File: config.mk
export PLATFORM = sky130hd
export DESIGN_NAME = dram_issue_arb
export DESIGN_NICKNAME = d
export VERILOG_FILES = /design/src/rtl/dram_arb_pkg.sv /design/src/rtl/dram_bank_fifo.sv /design/src/rtl/dram_bus_timer.sv /design/src/rtl/dram_refresh_ctl.sv /design/src/rtl/dram_issue_arb.sv
export SDC_FILE = /design/constraint.sdc
export NUM_CORES = 1
export LEC_CHECK = 0
export ABC_AREA = 1
export CAP_MARGIN = 20
export CORE_ASPECT_RATIO = 1.2
export CORE_MARGIN = 5
export CORE_UTILIZATION = 40
export DETAILED_ROUTE_END_ITERATION = 7
export HOLD_SLACK_MARGIN = 0.02
export PLACE_DENSITY_LB_ADDON = 0.15
export SETUP_SLACK_MARGIN = 0.2
export SKIP_CTS_REPAIR_TIMING = 1
export SYNTH_ARGS = -nofsm -noshare
export SYNTH_HDL_FRONTEND = slang
export SYNTH_SLANG_ARGS = --single-unit
File: constraint.sdc
create_clock -name clk -period 5.2 [get_ports clk]
set_input_delay 1.04 -clock clk [delete_from_list [all_inputs] [get_ports clk]]
set_output_delay 1.04 -clock clk [all_outputs]
set_load 0.02 [all_outputs]
File: src/rtl/dram_arb_pkg.sv
package dram_arb_pkg;

  // Global bank number from the address fields; each field is masked to its count.
  function automatic int unsigned bank_index(input logic [63:0] addr,
                                             input int unsigned bank_lsb,
                                             input int unsigned rank_lsb,
                                             input int unsigned dimm_lsb,
                                             input int unsigned nbank,
                                             input int unsigned nrank,
                                             input int unsigned ndimm);
    int unsigned d, r, b;
    d = 32'((addr >> dimm_lsb) & 64'(ndimm - 1));
    r = 32'((addr >> rank_lsb) & 64'(nrank - 1));
    b = 32'((addr >> bank_lsb) & 64'(nbank - 1));
    return d * nrank * nbank + r * nbank + b;
  endfunction

  // Rank that owns a global bank number.
  function automatic int unsigned rank_of(input int unsigned bank,
                                          input int unsigned banks_per_rank);
    return bank / banks_per_rank;
  endfunction

endpackage

File: src/rtl/dram_bank_fifo.sv
module dram_bank_fifo #(
  parameter int DEPTH  = 2,
  parameter int DATA_W = 1
) (
  input  logic              clk,
  input  logic              rst,
  input  logic              push,
  input  logic [DATA_W-1:0] push_data,
  input  logic              pop,
  output logic              full,
  output logic              nonempty,
  output logic [DATA_W-1:0] head
);
  localparam int CNT_W = $clog2(DEPTH + 1);
  localparam int PTR_W = (DEPTH > 1) ? $clog2(DEPTH) : 1;

  logic [DATA_W-1:0] mem [DEPTH];
  logic [PTR_W-1:0]  rd_ptr, wr_ptr;
  logic [CNT_W-1:0]  count;

  function automatic logic [PTR_W-1:0] ptr_next(input logic [PTR_W-1:0] p);
    return (int'(p) == DEPTH - 1) ? '0 : p + 1'b1;
  endfunction

  always_ff @(posedge clk) begin
    if (push) mem[wr_ptr] <= push_data;
  end

  always_ff @(posedge clk) begin
    if (rst) begin
      rd_ptr <= '0;
      wr_ptr <= '0;
      count  <= '0;
    end else begin
      if (push) wr_ptr <= ptr_next(wr_ptr);
      if (pop)  rd_ptr <= ptr_next(rd_ptr);
      unique case ({push, pop})
        2'b10:   count <= count + 1'b1;
        2'b01:   count <= count - 1'b1;
        default: count <= count;
      endcase
    end
  end

  assign full     = (count == CNT_W'(DEPTH));
  assign nonempty = (count != '0);
  assign head     = mem[rd_ptr];


  fifo_push_full_chk: assert property (@(posedge clk) disable iff (rst)
    !(push && full));

  fifo_pop_empty_chk: assert property (@(posedge clk) disable iff (rst)
    !(pop && !nonempty));
endmodule

File: src/rtl/dram_bus_timer.sv
module dram_bus_timer #(
  parameter int BUS_BUSY = 2,
  parameter int RW_DELAY = 1,
  parameter int RR_DELAY = 1,
  parameter int RANK_W   = 1
) (
  input  logic              clk,
  input  logic              rst,
  input  logic              fire_req,
  input  logic              fire_ref,
  input  logic              fire_write,
  input  logic [RANK_W-1:0] fire_rank,
  output logic              basic_free,
  output logic              write_free,
  output logic              newrank_free,
  output logic [RANK_W-1:0] last_rank
);
  localparam int LD_BASIC = BUS_BUSY - 1;
  localparam int LD_WR_RD = BUS_BUSY + RW_DELAY - 1;
  localparam int LD_NR_RD = BUS_BUSY + RR_DELAY - 1;
  localparam int MAX_A    = (LD_WR_RD > LD_NR_RD) ? LD_WR_RD : LD_NR_RD;
  localparam int MAX_LD   = (MAX_A > LD_BASIC) ? MAX_A : LD_BASIC;
  localparam int CW       = (MAX_LD > 0) ? $clog2(MAX_LD + 1) : 1;

  logic [CW-1:0] basic_cnt, wr_cnt, nr_cnt;

  function automatic logic [CW-1:0] step_down(input logic [CW-1:0] c);
    return (c == '0) ? '0 : c - 1'b1;
  endfunction

  always_ff @(posedge clk) begin
    if (rst) begin
      basic_cnt <= '0;
      wr_cnt    <= '0;
      nr_cnt    <= '0;
      last_rank <= '0;
    end else begin
      if (fire_ref || (fire_req && fire_write)) begin
        basic_cnt <= CW'(LD_BASIC);
        wr_cnt    <= CW'(LD_BASIC);
        nr_cnt    <= CW'(LD_BASIC);
      end else if (fire_req) begin
        basic_cnt <= CW'(LD_BASIC);
        wr_cnt    <= CW'(LD_WR_RD);
        nr_cnt    <= CW'(LD_NR_RD);
      end else begin
        basic_cnt <= step_down(basic_cnt);
        wr_cnt    <= step_down(wr_cnt);
        nr_cnt    <= step_down(nr_cnt);
      end
      if (fire_req) last_rank <= fire_rank;
    end
  end

  assign basic_free   = (basic_cnt == '0);
  assign write_free   = (wr_cnt == '0);
  assign newrank_free = (nr_cnt == '0);


  bus_slot_chk: assert property (@(posedge clk) disable iff (rst)
    (fire_req || fire_ref) |-> (basic_cnt == '0));

  write_turn_chk: assert property (@(posedge clk) disable iff (rst)
    (fire_req && fire_write) |-> (wr_cnt == '0));

  one_cmd_chk: assert property (@(posedge clk) disable iff (rst)
    !(fire_req && fire_ref));
endmodule

File: src/rtl/dram_refresh_ctl.sv
module dram_refresh_ctl #(
  parameter int NBANK    = 16,
  parameter int INTERVAL = 128,
  parameter int BIDX_W   = 4
) (
  input  logic              clk,
  input  logic              rst,
  input  logic              fire,
  output logic              pending,
  output logic [BIDX_W-1:0] target
);
  localparam int CW = $clog2(INTERVAL + 1);

  logic [CW-1:0] tick_cnt;
  logic [3:0]    pend;
  logic          tick;

  assign tick = (tick_cnt == CW'(1));

  always_ff @(posedge clk) begin
    if (rst) begin
      tick_cnt <= CW'(1);
      pend     <= '0;
      target   <= '0;
    end else begin
      tick_cnt <= tick ? CW'(INTERVAL) : tick_cnt - 1'b1;
      pend     <= pend + 4'(tick) - 4'(fire);
      if (fire) target <= (int'(target) == NBANK - 1) ? '0 : target + 1'b1;
    end
  end

  assign pending = (pend != '0);


  pend_cap_chk: assert property (@(posedge clk) disable iff (rst)
    pend < 4'd10);

  ref_wrap_chk: assert property (@(posedge clk) disable iff (rst)
    (fire && int'(target) == NBANK - 1) |=> (target == '0));

  ref_needs_pend_chk: assert property (@(posedge clk) disable iff (rst)
    fire |-> pending);
endmodule

File: src/rtl/dram_issue_arb.sv
module dram_issue_arb
  import dram_arb_pkg::*;
#(
  parameter int ADDR_W         = 32,
  parameter int NUM_DIMMS      = 2,
  parameter int RANKS_PER_DIMM = 2,
  parameter int BANKS_PER_RANK = 4,
  parameter int BANK_LSB       = 6,
  parameter int RANK_LSB       = 8,
  parameter int DIMM_LSB       = 9,
  parameter int FIFO_DEPTH     = 2,
  parameter int BANK_BUSY      = 6,
  parameter int BUS_BUSY       = 2,
  parameter int RW_DELAY       = 1,
  parameter int RR_DELAY       = 1,
  parameter int REFRESH_PERIOD = 2048,
  localparam int NBANK  = NUM_DIMMS * RANKS_PER_DIMM * BANKS_PER_RANK,
  localparam int NRANK  = NUM_DIMMS * RANKS_PER_DIMM,
  localparam int BIDX_W = (NBANK > 1) ? $clog2(NBANK) : 1,
  localparam int RANK_W = (NRANK > 1) ? $clog2(NRANK) : 1
) (
  input  logic              clk,
  input  logic              rst,
  input  logic              in_valid,
  input  logic [ADDR_W-1:0] in_addr,
  input  logic              in_write,
  output logic              in_ready,
  input  logic [NRANK-1:0]  act_ok,
  input  logic [NBANK-1:0]  old_ok,
  output logic              iss_valid,
  output logic              iss_refresh,
  output logic              iss_write,
  output logic [BIDX_W-1:0] iss_bank
);
  localparam int REF_INTERVAL = REFRESH_PERIOD / NBANK;
  localparam int BB_LD        = BANK_BUSY - 1;
  localparam int BB_W         = (BANK_BUSY > 1) ? $clog2(BANK_BUSY) : 1;

  // Named internal events
  logic [BIDX_W-1:0] in_bank;
  logic [NBANK-1:0]  fifo_full, fifo_ne, head_wr, bank_free;
  logic              basic_free, write_free, newrank_free;
  logic [RANK_W-1:0] last_rank;
  logic              ref_pending;
  logic [BIDX_W-1:0] ref_target;
  logic [BIDX_W-1:0] rr_ptr;
  logic              found, pick_ref;
  logic [BIDX_W-1:0] pick_bank;
  logic              req_fire, ref_fire;
  logic [RANK_W-1:0] pick_rank;

  assign in_bank  = BIDX_W'(bank_index(64'(in_addr), BANK_LSB, RANK_LSB, DIMM_LSB,
                                       BANKS_PER_RANK, RANKS_PER_DIMM, NUM_DIMMS));
  assign in_ready = !fifo_full[in_bank];

  // Rotating scan: refresh of a bank is considered before its request.
  always_comb begin
    found     = 1'b0;
    pick_ref  = 1'b0;
    pick_bank = rr_ptr;
    for (int i = 1; i <= NBANK; i++) begin
      logic [BIDX_W-1:0] b;
      logic [RANK_W-1:0] rk;
      logic              ref_ok, req_ok, data_ok;
      b       = BIDX_W'((int'(rr_ptr) + i) % NBANK);
      rk      = RANK_W'(rank_of(int'(b), BANKS_PER_RANK));
      ref_ok  = ref_pending && (ref_target == b) && bank_free[b] && basic_free && act_ok[rk];
      data_ok = head_wr[b] ? write_free : ((rk == last_rank) || newrank_free);
      req_ok  = fifo_ne[b] && bank_free[b] && basic_free && act_ok[rk] && old_ok[b] && data_ok;
      if (!found && ref_ok) begin
        found = 1'b1; pick_ref = 1'b1; pick_bank = b;
      end else if (!found && req_ok) begin
        found = 1'b1; pick_ref = 1'b0; pick_bank = b;
      end
    end
  end

  assign req_fire  = found && !pick_ref;
  assign ref_fire  = found && pick_ref;
  assign pick_rank = RANK_W'(rank_of(int'(pick_bank), BANKS_PER_RANK));

  always_ff @(posedge clk) begin
    if (rst)        rr_ptr <= '0;
    else if (found) rr_ptr <= pick_bank;
  end

  for (genvar g = 0; g < NBANK; g++) begin : g_bank
    logic [BB_W-1:0] busy;
    logic            hit;
    assign hit = found && (pick_bank == BIDX_W'(g));

    always_ff @(posedge clk) begin
      if (rst)               busy <= '0;
      else if (hit)          busy <= BB_W'(BB_LD);
      else if (busy != '0)   busy <= busy - 1'b1;
    end
    assign bank_free[g] = (busy == '0);

    dram_bank_fifo #(.DEPTH(FIFO_DEPTH), .DATA_W(1)) u_fifo (
      .clk       (clk),
      .rst       (rst),
      .push      (in_valid && in_ready && (in_bank == BIDX_W'(g))),
      .push_data (in_write),
      .pop       (req_fire && (pick_bank == BIDX_W'(g))),
      .full      (fifo_full[g]),
      .nonempty  (fifo_ne[g]),
      .head      (head_wr[g])
    );


    bank_idle_chk: assert property (@(posedge clk) disable iff (rst)
      hit |-> (busy == '0));
  end

  dram_bus_timer #(
    .BUS_BUSY (BUS_BUSY),
    .RW_DELAY (RW_DELAY),
    .RR_DELAY (RR_DELAY),
    .RANK_W   (RANK_W)
  ) u_bus (
    .clk          (clk),
    .rst          (rst),
    .fire_req     (req_fire),
    .fire_ref     (ref_fire),
    .fire_write   (head_wr[pick_bank]),
    .fire_rank    (pick_rank),
    .basic_free   (basic_free),
    .write_free   (write_free),
    .newrank_free (newrank_free),
    .last_rank    (last_rank)
  );

  dram_refresh_ctl #(
    .NBANK    (NBANK),
    .INTERVAL (REF_INTERVAL),
    .BIDX_W   (BIDX_W)
  ) u_ref (
    .clk     (clk),
    .rst     (rst),
    .fire    (ref_fire),
    .pending (ref_pending),
    .target  (ref_target)
  );

  assign iss_valid   = found;
  assign iss_refresh = pick_ref;
  assign iss_write   = req_fire && head_wr[pick_bank];
  assign iss_bank    = pick_bank;


  gate_chk: assert property (@(posedge clk) disable iff (rst)
    req_fire |-> (old_ok[pick_bank] && act_ok[pick_rank]));

  ref_act_chk: assert property (@(posedge clk) disable iff (rst)
    ref_fire |-> act_ok[pick_rank]);
  if (BUS_BUSY > 1) begin : g_gap

    back_to_back_chk: assert property (@(posedge clk) disable iff (rst)
      iss_valid |=> !iss_valid);
  end
endmodule

==> impl_results.md, run 1 <==
- XOR/XNOR share of the synthesized area: 3.85%
- Setup repair after global routing missed its margin: true
- Largest fanout on the critical path: 8
- Number of flops mapped to enable cells by yosys: 32
- Horizontal die dimension: 183 um
- Sequential cell area: roughly 4000 um^2
- Commonest register cell after synthesis: dfxtp_1
- Wire length on met1: approximately 24000 um
- Non-Filler Cell Area, Final: approximately 22000 um^2
- Main combinational cell family by area after synthesis: simple AND/OR/NAND/NOR gates
- Area of the mapped netlist: approximately 14000 um^2
- Number of warnings printed during yosys synthesis: 0
- Number of global-route vias before repair: 15131
- Mean Syn Cell Area: 6.48 um^2
- Detailed-route vias per instance: approximately 5.2
- Worst hold stages: 2
- Synthesized-area fraction occupied by adder cells: 7.20%
- TritonCTS buffer count: 17
- Multiplexer share of the synthesized area: less than 1%
- Number of max-slew violations in the final report: 0
- Cell count after synthesis: approximately 2200
- Main area contributors after synthesis: dfxtp_1 22%, nand2_1 14%, nand3_1 9.9%
- Boundary pin count: 64
- Crit end category: output pin
- Worst-case hold path end point: g_bank[2].busy[0]$_SDFFE_PP0P_
- Violated checks: design-rule violations, negative setup slack
- Cell area reported after detailed placement: approximately 19000 um^2
- Max-capacitance violation count: 0
- Async set-or-reset flop fraction in the synthesized netlist: 0%
- TritonCTS Sinks: between 150 and 200
- Overall die area: between 30000 and 40000 um^2
- Root buffer cell: clkbuf_16
- Area of combinational cells with multiple inputs: 10600 um^2
- DRC: 1
- Initial antenna violation count: 0
- Most Frequent Cell on Critical Path: nand2_1
- Final WS setup: -0.632 ns
- Synthesis-to-finish area growth: 52.6%
- CP startpoint kind: flip-flop
- Path category of the worst min-delay check: reg2reg
- Max stage delay cell, worst path: dfxtp_4
- Largest stage delay on the critical path: 0.42 ns
- Worst path required time: around 4.2 ns
- Post-synthesis net count: approximately 2400
- Met3 layer wire length in the routed design: 2180 um
- Global route total overflow: 0
- Starting density of the core: between 40% and 50%
- Max Freq: ~170 MHz
- Top Layer Used: met4
- Flip-flop and latch count after synthesis: 188
- Worst hold-check slack: ~0.48 ns
- CTS H-tree depth: 4
- Final period demand of the worst path: around 5.8 ns
- Post-DP HPWL: ~47000 um
- Relative slew slack: between 20% and 30%
- Drt first-iter violations: ~930
- Maximum clock insertion buffer count: 2
- Number of nets in the finished design: ~2900
- Core area: between 30000 and 40000 um^2
- Remaining antenna violation count after routing: 0
- Clk slew on worst S/H paths: 0.07 ns
- Setup WS pre-CTS: -1.66 ns
- Layout Skew: between 0.01 and 0.015 ns
- Count of port buffers added during placement: 35
- Critical path data arrival time: 4.79 ns
- Final weighted congestion in routability-driven placement: ~1.1
- Worst min-delay path startpoint: g_bank[2].busy[0]$_SDFFE_PP0P_
- Critical Setup Path Class: reg2out
- Count of filler cells inserted in the layout: approximately 3300
- Synthesized-area fraction occupied by ao, oa, aoi and oai cells: approximately 14%
- Total track usage: around 28%
- Height of the die: around 220 um
- Most instantiated cells after synthesis: 547 x nand2_1, 283 x nand3_1, 243 x inv_1, 201 x nor2_1, 156 x dfxtp_1
- Top-count cell post-synth: nand2_1
- Source-to-sink clock delay at the later pin of the worst-skew pair: 0.45 ns
- Final clock period utilization by the worst path: 112%
- Setup violation total in the final timing report: 19
- Start of the worst register-to-register path: rr_ptr[0]$_SDFFE_PP0P_
- Hold violation count in the final report: 0
- First-pass iteration count of the detailed router: 8
- Synthesized-area fraction occupied by and/or/nand/nor cells: 36.5%
- Share of the yosys chip area belonging to registers: about 28%
- Maximum number of pins on one net before global-route repair: 95
- Clock tree from TritonCTS: built
- Run status: complete, but fails checks
- Count of antenna diodes in the layout: 0
- Depth of the most critical reg-to-reg path: between 40 and 50
- Transition time at the pin with the least slew margin: about 1.2 ns
- Count of distinct cell types in the synthesized netlist: 68
- DR WL/cell: around 19 um
- Proportion of layout cells with a drive suffix above 1: a little over a third
- Total wirelength of the detailed-routed design: approximately 60000 um
- Slack of the worst reg-to-reg path: -0.19 ns
- Endpoint of the most critical register-to-register path: g_bank[2].u_fifo.count[1]$_SDFFE_PP0P_
- Placement row count: 76
- Top cell type by total area after synthesis: dfxtp_1
- Routed vias: ~17000
- Global-route wire length before repair: 85400 um
- Share of the synthesized area in the top cell type: 21.8%
- Met2 Wirelength: a little over 30000 um
[cell families after synthesis]
logic type | count (synthesis)
AOI/OAI and AO/OA | 352
xor gates and xnor gates | 58
adders and majority gates | 82
buffers and inverters | 353
DFF | 188
muxes | 3
and+or+nand+nor | 1178
[per-layer routing]
metal / up-vias / global-route usage, %
met5: - / 0
met4: 0 / 14.6
met3: 136 / 3.20
met2: 434 / 50.6
met1: 7819 / 32.3
li1: 8324 / -
[placed cells by master (no fill, tap or decap), types with 9 or more instances in the layout]
master / instances
nor2_2: 20
a21oi_1: 102
dfxtp_1: 146
ha_4: 29
dlymetal6s2s_1: 18
inv_4: 12
xor2_1: 37
nor2_4: 32
nand2_4: 32
nand3_1: 237
o21ai_2: 31
nand3_2: 40
edfxtp_1: 32
clkbuf_16: 19
o21ai_0: 70
clkdlybuf4s50_1: 9
nor3_1: 38
nand2_1: 465
nand4_1: 14
ha_1: 38
buf_4: 501
nand2_2: 68
nor3b_4: 9
nor2_1: 172
a31oi_1: 23
buf_12: 17
inv_2: 25
a21oi_2: 23
o21ai_1: 54
buf_6: 33
inv_1: 226
ha_2: 14
[worst max-delay path by stage]
stage / to / cells past startpoint / slack (ns) / start
floorplan: iss_write / 29 / 0.01 / old_ok[11]
global placement: iss_write / 30 / -1.75 / act_ok[1]
detailed placement: iss_write / 30 / -1.66 / act_ok[1]
CTS: iss_write / 30 / -1.68 / act_ok[1]
global route: iss_write / 42 / -0.87 / rr_ptr[0]$_SDFFE_PP0P_
finish: iss_write / 43 / -0.63 / rr_ptr[1]$_SDFFE_PP0P_
[final cells by class]
class / count / area share, %
inverter: 273 / 4.99
clock inverter: 13 / 0.560
tap: 468 / 2.67
clock buffer: 19 / 1.98
multi-input combinational: 1673 / 48.6
timing repair inverter: 1 / 0.0228
sequential: 188 / 18.7
timing repair buffer: 588 / 22.5
[sequential cells by signal (all words and copies together), names as in the netlist, 4 cells and up, named ones only]
register / count
u_ref.pend: 4
u_ref.tick_cnt: 8
g_bank.u_fifo.wr_ptr: 16
rr_ptr: 4
u_ref.target: 4
g_bank.u_fifo.rd_ptr: 16
g_bank.busy: 48
g_bank.u_fifo.mem: 32
g_bank.u_fifo.count: 32
[per-stage QoR]
| stage | TNS (ns) | utilization, % | instances |
|---|---|---|---|
| 3_3_place_gp | -80.44 | 52.7 | 3130 |
| 6_report | -3.26 | 61.4 | 3223 |
| 2_1_floorplan | 0 | - | 2214 |
| 3_5_place_dp | -78.36 | 52.7 | 3130 |
| 4_1_cts | -30.15 | 54.3 | 3162 |
| 5_1_grt | -10.41 | 61.4 | 3223 |
[critical path, delay by kind of cell (launching register included)]
kind	cells	cell delay, ns
adder cells (fa/ha/maj)	1	0.34
AO/OA/AOI/OAI	3	0.38
flip-flops	1	0.42
buffers and inverters	11	1.07
AND/OR/NAND/NOR	28	2.09
Power of run 1 is not shown: default switching activity piles up to over one toggle a cycle in this logic, so the estimate is an artifact.
==> inputs of run 2 (changes only) <==
--- a/config.mk
+++ b/config.mk
@@ -10,6 +10,7 @@
 export CORE_ASPECT_RATIO = 1.2
 export CORE_MARGIN = 5
 export CORE_UTILIZATION = 40
+export CTS_BUF_LIST = sky130_fd_sc_hd__clkbuf_4 sky130_fd_sc_hd__clkbuf_8
 export DETAILED_ROUTE_END_ITERATION = 7
 export HOLD_SLACK_MARGIN = 0.02
 export PLACE_DENSITY_LB_ADDON = 0.15
==> impl_results.md, run 2 (same netlist as run 1, synthesis figures left out) <==
- Run status: complete, but fails checks (unchanged)
- Violated checks: negative setup slack (was design-rule violations, negative setup slack)
- Endpoint of the most critical register-to-register path: g_bank[4].u_fifo.count[1]$_SDFFE_PP0P_ (was g_bank[2].u_fifo.count[1]$_SDFFE_PP0P_)
- Top Layer Used: met4 (unchanged)
- Layout Skew: 0.0207 ns (was 0.0126 ns)
- Count of port buffers added during placement: 35 (unchanged)
- Number of flip-flops in the largest register: 48 (unchanged)
- Sequential cell area: 4100 um^2 (about the same)
- Starting density of the core: 40.2% (unchanged)
- Setup WS pre-CTS: -1.66 ns (unchanged)
- Overall die area: 39800 um^2 (unchanged)
- Largest fanout on the critical path: 8 (unchanged)
- Number of max-slew violations in the final report: 0 (unchanged)
- Critical Setup Path Class: reg2out (unchanged)
- Max stage delay cell, worst path: dfxtp_4 (unchanged)
- Final weighted congestion in routability-driven placement: 1.06 (unchanged)
- Max Freq: 170 MHz (was 171 MHz)
- End point of the critical path: iss_write (unchanged)
- Commonest cells after routing, fill and taps aside: 493 x buf_4, 489 x nand2_1, 241 x nand3_1 (was 501 x buf_4, 465 x nand2_1, 237 x nand3_1)
- Source-to-sink clock delay at the later pin of the worst-skew pair: 0.50 ns (was 0.45 ns)
- CTS H-tree depth: 4 (unchanged)
- Area of combinational cells with multiple inputs: 9860 um^2 (was 10600 um^2)
- Detailed-route vias per instance: 5.11 (was 5.19)
- Final clock period utilization by the worst path: 113% (was 112%)
- Met2 Wirelength: 28600 um (was 30300 um)
- Root buffer cell: clkbuf_8 (was clkbuf_16)
- Relative slew slack: 26.4% (was 22.9%)
- Met3 layer wire length in the routed design: 2150 um (was 2180 um)
- Horizontal die dimension: 183 um (unchanged)
- Critical path data arrival time: 4.83 ns (was 4.79 ns)
- TritonCTS Sinks: 188 (unchanged)
- Wire length on met1: 23000 um (was 23700 um)
- Slack of the worst reg-to-reg path: -0.30 ns (was -0.19 ns)
- Total wirelength of the detailed-routed design: 57500 um (was 59700 um)
- Largest stage delay on the critical path: 0.43 ns (was 0.42 ns)
- Total track usage: 27.9% (was 28.0%)
- Path category of the worst min-delay check: reg2reg (unchanged)
- Boundary pin count: 64 (unchanged)
- Final WS setup: -0.671 ns (was -0.632 ns)
- Launch point of the critical path: rr_ptr[1]$_SDFFE_PP0P_ (unchanged)
- Cell area reported after detailed placement: 18800 um^2 (unchanged)
- Global route total overflow: 0 (unchanged)
- Drt first-iter violations: 1022 (was 934)
- Setup violation total in the final timing report: 38 (was 19)
- DRC: 0 (was 1)
- Clock tree from TritonCTS: built (unchanged)
- First-pass iteration count of the detailed router: 7 (was 8)
- DR WL/cell: 18.0 um (was 18.5 um)
- Core area: 35700 um^2 (unchanged)
- Global-route wire length before repair: 84900 um (was 85400 um)
- Most frequent standard cell in the layout excluding fill and tap cells: buf_4 (unchanged)
- Routed vias: 16336 (was 16713)
- CP startpoint kind: flip-flop (unchanged)
- Setup repair after global routing missed its margin: true (unchanged)
- Placement row count: 76 (unchanged)
- Worst path required time: 4.16 ns (about the same)
- Number of global-route vias before repair: 15119 (was 15131)
- Final sum of negative setup slack: -6.72 ns (was -3.26 ns)
- Synthesis-to-finish area growth: 43.4% (was 52.6%)
- Height of the die: 218 um (unchanged)
- Non-Filler Cell Area, Final: 20600 um^2 (was 21900 um^2)
- Final period demand of the worst path: 5.87 ns (was 5.83 ns)
- Register name with the most flops: g_bank.busy (unchanged)
- Crit end category: output pin (unchanged)
- Max-capacitance violation count: 0 (unchanged)
- Initial antenna violation count: 0 (unchanged)
- Clk slew on worst S/H paths: 0.10 ns (was 0.07 ns)
- Registers with the most flip-flops: g_bank.busy x48, g_bank.u_fifo.count x32, g_bank.u_fifo.mem x32 (unchanged)
- Start of the worst register-to-register path: rr_ptr[1]$_SDFFE_PP0P_ (was rr_ptr[0]$_SDFFE_PP0P_)
- Maximum number of pins on one net before global-route repair: 95 (unchanged)
- Maximum clock insertion buffer count: 2 (unchanged)
- Transition time at the pin with the least slew margin: 1.10 ns (was 1.16 ns)
- Count of filler cells inserted in the layout: 3510 (was 3325)
- Remaining antenna violation count after routing: 0 (unchanged)
- TritonCTS buffer count: 17 (unchanged)
- Hold violation count in the final report: 0 (unchanged)
- Post-DP HPWL: 47300 um (unchanged)
- Number of nets in the finished design: 2850 (was 2880)
- Proportion of layout cells with a drive suffix above 1: 31.5% (was 36.4%)
- Depth of the most critical reg-to-reg path: 34 (was 43)
run 2: cell types whose count changed in the layout (fill, tap and decap cells not counted), moves of 17 or more:
cell	previous run	this run
o21ai_0	70	98
nand2_1	465	489
a21oi_1	102	120
a21oi_2	23	5
clkbuf_16	19	1
ha_1	38	56
clkbuf_8	0	17
run 2: metrics by stage:
stage	hold WS, ns	utilization (%)	instances
floorplan	0.437	-	2214
global placement	0.459	52.7	3130
detailed placement	0.471	52.7	3130
CTS	0.489	53.8	3162
global route	0.517	57.7	3193
finish	0.486	57.7	3194
run 2: area by class of cell:
type	instances	share of cell area, %
Antenna cell	1	0.0122
Clock buffer	19	1.21
Clock inverter	13	0.596
Inverter	273	5.14
Multi-Input combinational cell	1673	47.9
Sequential cell	188	19.9
Tap cell	468	2.84
Timing Repair Buffer	559	22.3
run 2: metal layers:
| layer | vias up | GRT usage (%) |
|---|---|---|
| met5 | - | 0 |
| met4 | 0 | 14.4 |
| met3 | 115 | 3.10 |
| met2 | 427 | 50.4 |
| met1 | 7539 | 32.2 |
| li1 | 8255 | - |
run 2: critical path: cells and delay by family, from the launching register on:
| kind | cells | cell delay [ns] |
|---|---|---|
| simple gates | 20 | 2.15 |
| buf+inv | 9 | 0.92 |
| compound gates | 4 | 0.48 |
| flops | 1 | 0.43 |
| fa+ha+maj | 1 | 0.34 |
run 2: worst min path at each step:
stage                                                 start                                      end  slack, ns  depth (start not counted)
finish                 g_bank[5].u_fifo.rd_ptr$_SDFFE_PP0P_     g_bank[5].u_fifo.rd_ptr$_SDFFE_PP0P_       0.49                          2
global route           g_bank[5].u_fifo.rd_ptr$_SDFFE_PP0P_     g_bank[5].u_fifo.rd_ptr$_SDFFE_PP0P_       0.52                          2
CTS                    g_bank[5].u_fifo.rd_ptr$_SDFFE_PP0P_     g_bank[5].u_fifo.rd_ptr$_SDFFE_PP0P_       0.49                          2
detailed placement           g_bank[2].busy[0]$_SDFFE_PP0P_           g_bank[2].busy[0]$_SDFFE_PP0P_       0.47                          2
global placement       g_bank[5].u_fifo.rd_ptr$_SDFFE_PP0P_     g_bank[5].u_fifo.rd_ptr$_SDFFE_PP0P_       0.46                          2
floorplan           g_bank[15].u_fifo.count[1]$_SDFFE_PP0P_  g_bank[15].u_fifo.count[1]$_SDFFE_PP0P_       0.44                          1
Power of run 2 is left out for the same reason.
